$ cat config.mk
export PLATFORM = sky130hd
export DESIGN_NAME = bool_combine_element
export DESIGN_NICKNAME = d
export VERILOG_FILES = /design/src/rtl/boolc_pkg.sv /design/src/rtl/bool_identity_fill.sv /design/src/rtl/bool_reduce_bank.sv /design/src/rtl/bool_func_mux.sv /design/src/rtl/bool_combine_element.sv
export SDC_FILE = /design/constraint.sdc
export NUM_CORES = 1
export LEC_CHECK = 0
export BUFFER_PORTS_ARGS = -buffer_cell sky130_fd_sc_hd__buf_2
export CAP_MARGIN = 20
export CORE_UTILIZATION = 30
export DETAILED_ROUTE_END_ITERATION = 10
export GPL_ROUTABILITY_DRIVEN = 0
export PLACE_DENSITY = 0.68
export SLEW_MARGIN = 20
export SYNTH_ARGS = -nofsm -noshare
export SYNTH_HDL_FRONTEND = slang
export SYNTH_HIERARCHICAL = 1
export SYNTH_SLANG_ARGS = --single-unit
$ cat constraint.sdc
create_clock -name vclk -period 2.48
set_input_delay 0.124 -clock vclk [all_inputs]
set_output_delay 0.124 -clock vclk [all_outputs]
set_load 0.005 [all_outputs]
$ cat src/rtl/boolc_pkg.sv
// Package: shared function codes for the Boolean combining element.
// Assumes a four-bit code field; values above FN_POS are reserved.
package boolc_pkg;
    localparam int FUNC_W = 4;

    typedef enum logic [FUNC_W-1:0] {
        FN_AND  = 4'd0,
        FN_OR   = 4'd1,
        FN_NAND = 4'd2,
        FN_NOR  = 4'd3,
        FN_XOR  = 4'd4,
        FN_XNOR = 4'd5,
        FN_NANY = 4'd6,
        FN_SOP  = 4'd7,
        FN_POS  = 4'd8
    } func_e;
endpackage

$ cat src/rtl/bool_identity_fill.sv
// Module: replaces unselected inputs with the identity value of each
// reduction class. The AND view takes 1, the OR/XOR view takes 0.
// Assumes the mask and the input vector have the same width.
module bool_identity_fill #(
    parameter int NUM_IN = 16
) (
    input  logic [NUM_IN-1:0] in_vec,
    input  logic [NUM_IN-1:0] mask_vec,
    output logic [NUM_IN-1:0] and_view,
    output logic [NUM_IN-1:0] or_view
);
    // Fill in the neutral element wherever an input is not selected.
    always_comb begin
        and_view = in_vec | ~mask_vec;
        or_view  = in_vec &  mask_vec;
    end
endmodule

$ cat src/rtl/bool_reduce_bank.sv
// Module: computes every reduction the element can select: the full AND,
// the full OR, the parity, and the pairwise sum-of-products and
// product-of-sums. Assumes NUM_IN is even; pairs are (2k, 2k+1).
module bool_reduce_bank #(
    parameter int NUM_IN = 16
) (
    input  logic [NUM_IN-1:0] and_view,
    input  logic [NUM_IN-1:0] or_view,
    input  logic [NUM_IN-1:0] mask_vec,
    output logic              all_and,
    output logic              any_or,
    output logic              parity,
    output logic              sop,
    output logic              pos
);
    localparam int PAIRS = NUM_IN / 2;

    logic [PAIRS-1:0] sop_term;
    logic [PAIRS-1:0] pos_term;

    // One product term and one sum term per input pair.
    for (genvar k = 0; k < PAIRS; k++) begin : g_pair
        logic pair_used;
        always_comb begin
            pair_used   = mask_vec[2*k] | mask_vec[2*k+1];
            sop_term[k] = pair_used & and_view[2*k] & and_view[2*k+1];
            pos_term[k] = ~pair_used | or_view[2*k] | or_view[2*k+1];
        end
    end

    // Wide reductions over the identity-filled views.
    always_comb begin
        all_and = &and_view;
        any_or  = |or_view;
        parity  = ^or_view;
        sop     = |sop_term;
        pos     = &pos_term;
    end
endmodule

$ cat src/rtl/bool_func_mux.sv
// Module: picks the reduction named by the function code and applies the
// optional end-of-data qualifier. Reserved codes yield 0.
module bool_func_mux
    import boolc_pkg::*;
(
    input  logic [FUNC_W-1:0] func_code,
    input  logic              all_and,
    input  logic              any_or,
    input  logic              parity,
    input  logic              sop,
    input  logic              pos,
    input  logic              eod_gate_en,
    input  logic              end_of_data,
    output logic              out_sig
);
    logic raw;

    // Function selection by code.
    always_comb begin
        unique case (func_code)
            FN_AND:  raw = all_and;
            FN_OR:   raw = any_or;
            FN_NAND: raw = ~all_and;
            FN_NOR:  raw = ~any_or;
            FN_XOR:  raw = parity;
            FN_XNOR: raw = ~parity;
            FN_NANY: raw = ~any_or;
            FN_SOP:  raw = sop;
            FN_POS:  raw = pos;
            default: raw = 1'b0;
        endcase
    end

    // End-of-data qualification.
    always_comb out_sig = raw & (~eod_gate_en | end_of_data);
endmodule

$ cat src/rtl/bool_combine_element.sv
// Module: top of the Boolean combining element. Masks the inputs, builds
// all reductions in parallel and selects one. Purely combinational.
// Assumes configuration inputs are held static while in use.
module bool_combine_element
    import boolc_pkg::*;
#(
    parameter int NUM_IN = 16
) (
    input  logic [NUM_IN-1:0] in_sig,
    input  logic [NUM_IN-1:0] sel_mask,
    input  logic [FUNC_W-1:0] func_code,
    input  logic              eod_gate_en,
    input  logic              end_of_data,
    output logic              out_sig
);
    logic [NUM_IN-1:0] and_view;
    logic [NUM_IN-1:0] or_view;
    logic all_and, any_or, parity, sop, pos;

    bool_identity_fill #(.NUM_IN(NUM_IN)) u_fill (
        .in_vec   (in_sig),
        .mask_vec (sel_mask),
        .and_view (and_view),
        .or_view  (or_view)
    );

    bool_reduce_bank #(.NUM_IN(NUM_IN)) u_reduce (
        .and_view (and_view),
        .or_view  (or_view),
        .mask_vec (sel_mask),
        .all_and  (all_and),
        .any_or   (any_or),
        .parity   (parity),
        .sop      (sop),
        .pos      (pos)
    );

    bool_func_mux u_mux (
        .func_code   (func_code),
        .all_and     (all_and),
        .any_or      (any_or),
        .parity      (parity),
        .sop         (sop),
        .pos         (pos),
        .eod_gate_en (eod_gate_en),
        .end_of_data (end_of_data),
        .out_sig     (out_sig)
    );
endmodule

==> key figures <==
Die
  • DIE WIDTH: 51.90 um
  • Starting Density: 32.82%
  • Core Footprint: 2276 um2
  • Die ar.: 2694 um2
  • # IOs: 39
  • Chip height: 51.90 um
  • Num rows: 17

Critical path
  • WP depth: 11
  • End of the critical path: out_sig
  • Critical path arrival: 2.14 ns
  • CP Capture Type: output port
  • Setup crit start kind: input pin
  • CP peak stage delay: 0.44 ns
  • Slowest-stage cell, CP: a2111oi_1
  • Worst path cell trace: buf_2 > and2_1 > inv_1 > ha_1 > xor2_1 > xnor2_1 > xnor2_1 > a2111oi_1 > a211oi_1 > a221oi_2 > buf_2
  • Crit path launch: sel_mask[14]
  • CP top delay family: compound AO/OA/AOI/OAI gates
  • Critical path buffer and inverter count: 3
  • CP Max Fanout: 4
  • Critical path class: in -> out
  • Worst EP required: 2.36 ns

Timing
  • Fmax: 0.4423 GHz
  • Final min period: 2.261 ns
  • Period utilisation layout: 91.16%
  • Worst-Margin Slew: 0.3808 ns
  • Slew margin rel.: 74.55%
  • RSZ-0062 raised after global routing: no
  • Sum of negative setup slack: 0 ns
  • Final Hold Viols: 0
  • Setup violations, final: 0
  • Max Transition Viols Final: 0

Cells and area
  • Area growth syn-to-layout: 30.82%
  • Final nets: 200
  • FF+latch area: 0 um2
  • End-of-flow core utilization: 42.94%
  • Multi-input logic area: 679.4 um2
  • Layout cell share with drive strength beyond 1: 30.92%
  • Seq cells: 0
  • Antenna Cells: 0
  • Fill cells: 249
  • Clock buffers: 0

Synthesis
  • Synth warn: 6
  • Leading area contributor after synthesis: and2_1
  • Yosys cell types: 24
  • Post-Synth Adder-Cell Area: 13.40%
  • Top post-synthesis cells by area: and2_1 13%, ha_1 13%, nand2b_1 13%, inv_1 9.0%, xnor2_1 7.0%
  • Post-synthesis mux area share: 2.680%
  • Sequential share of the synthesized area: 0%
  • Net Count, Synth: 159
  • Post-synthesis compound-gate area fraction: 19.77%
  • Post-synthesis average cell area: 6.610 um2
  • Fraction of the mapped netlist area in simple logic gates: 46.90%
  • Syn Inst Count: 113
  • Yosys top cell area share: 13.40%
  • Synth Cell Area: 747.0 um2
  • Main combinational cell family by area after synthesis: simple AND/OR/NAND/NOR gates
  • Post-Synth XOR/XNOR Area: 8.208%

Flow run
  • MaxCap Viol Count: 0

Worst hold path
  • HP Start: eod_gate_en
  • Min-Delay Path Class: in -> out

Clocking
  • Hold-fix buffers, CTS: 0
  • Post-CTS Setup Bufs: 0
  • CTS resizes: 0

Global route
  • GR Overflow Total: 0
  • Largest net degree at the start of global routing: 7
  • Total GRT Usage: 14.79%
  • Vias in the first global route: 823
  • Global-route wire length before repair: 3.146 mm
  • Antenna violations before repair: 0

Power
  • Reported leakage power: 0.4580 nW
  • Peak supply drop: 0.07971 mV
  • Power density cells: 189.0 nW/um2

Detailed routing
  • Detailed-route via count: 890
  • Vias/cell: 4.944
  • WL final: 1.882 mm
  • WL per Instance: 10.46 um
  • # DRC: 0
  • Antenna-violating nets left: 0
  • First-pass iteration count of the detailed router: 4
  • DRT iter0 DRCs: 7

Status
  • Status: completed

Place
  • Port bufs: 39
  • Post-DP HPWL: 1.748 mm
routing by layer:
layer / up-vias / global-route usage (%) / wire, um
met1: 383 / 18.58 / 843
li1: 473 / - / -
met5: - / 0 / 0
met3: 4 / 0.5848 / 96
met2: 30 / 27.35 / 910
met4: 0 / 3.153 / 31
kinds of logic (layout without fill, tap and decap cells):
logic type / after synthesis / after routing
AND/OR/NAND/NOR: 60 / 60
buffers and inverters: 18 / 57
adder cells (fa/ha/maj): 8 / 8
multiplexers: 2 / 2
AO/OA/AOI/OAI: 18 / 18
XOR/XNOR: 7 / 7
cells in the mapped netlist:
cell type / instances
nand2_1: 3
nor4_1: 2
a211oi_1: 1
a221oi_2: 1
o2111ai_1: 2
nor2_2: 1
a21o_1: 1
mux2i_1: 2
nor2_1: 8
and2_1: 16
nand3b_1: 1
inv_1: 18
a2111oi_1: 1
o32ai_1: 4
o21ai_0: 2
nand4_1: 6
nand2b_1: 16
xnor2_1: 6
ha_1: 8
o211ai_1: 6
or2_1: 1
xor2_1: 1
or2_2: 5
and2_2: 1
layout make-up:
class | count | share of cell area (%)
timing repair buffer | 39 | 19.97
multi-input combinational | 95 | 69.53
inverter | 18 | 6.914
tap | 28 | 3.585
metrics by stage:
| stage | worst slack (ns) | power (mW) | cells | hold slack [ns] | cell area (um2) |
|---|---|---|---|---|---|
| after detailed placement | 0.2351 | 0.1858 | 180 | 0.5019 | 977.2 |
| final | 0.2193 | 0.1846 | 180 | 0.4996 | 977.2 |
| after floorplan | 0.6782 | 0.1212 | 113 | 0.2868 | 747.0 |
| after global routing | 0.08478 | 0.2074 | 180 | 0.5106 | 977.2 |
| after CTS | 0.2153 | 0.1868 | 180 | 0.5025 | 977.2 |
| after global placement | 0.3440 | 0.1794 | 180 | 0.4917 | 977.2 |
where the power goes:
part           total (mW)  internal (mW)  switching, mW
sequential              0              0              0
combinational       0.185         0.0964         0.0883
clock                   0              0              0
total               0.185         0.0964         0.0883
cell usage in the layout, fill, tap and decap left out:
cell type	Yosys	routed
a221oi_2	1	1
xor2_1	1	1
mux2i_1	2	2
nand3b_1	1	1
xnor2_1	6	6
o2111ai_1	2	2
o211ai_1	6	6
and2_2	1	1
buf_2	0	39
o21ai_0	2	2
nor2_2	1	1
nand4_1	6	6
nand2b_1	16	16
and2_1	16	16
inv_1	18	18
o32ai_1	4	4
nor2_1	8	8
a2111oi_1	1	1
a211oi_1	1	1
ha_1	8	8
or2_1	1	1
nor4_1	2	2
a21o_1	1	1
or2_2	5	5
nand2_1	3	3
how the worst min path moves through the flow:
stage / endpoint / slack (ns) / cells after the start
finish: out_sig / 0.50 / 3
global route: out_sig / 0.51 / 3
CTS: out_sig / 0.50 / 3
detailed placement: out_sig / 0.50 / 3
global placement: out_sig / 0.49 / 3
floorplan: out_sig / 0.29 / 1
(Power assumes the default switching activity.)
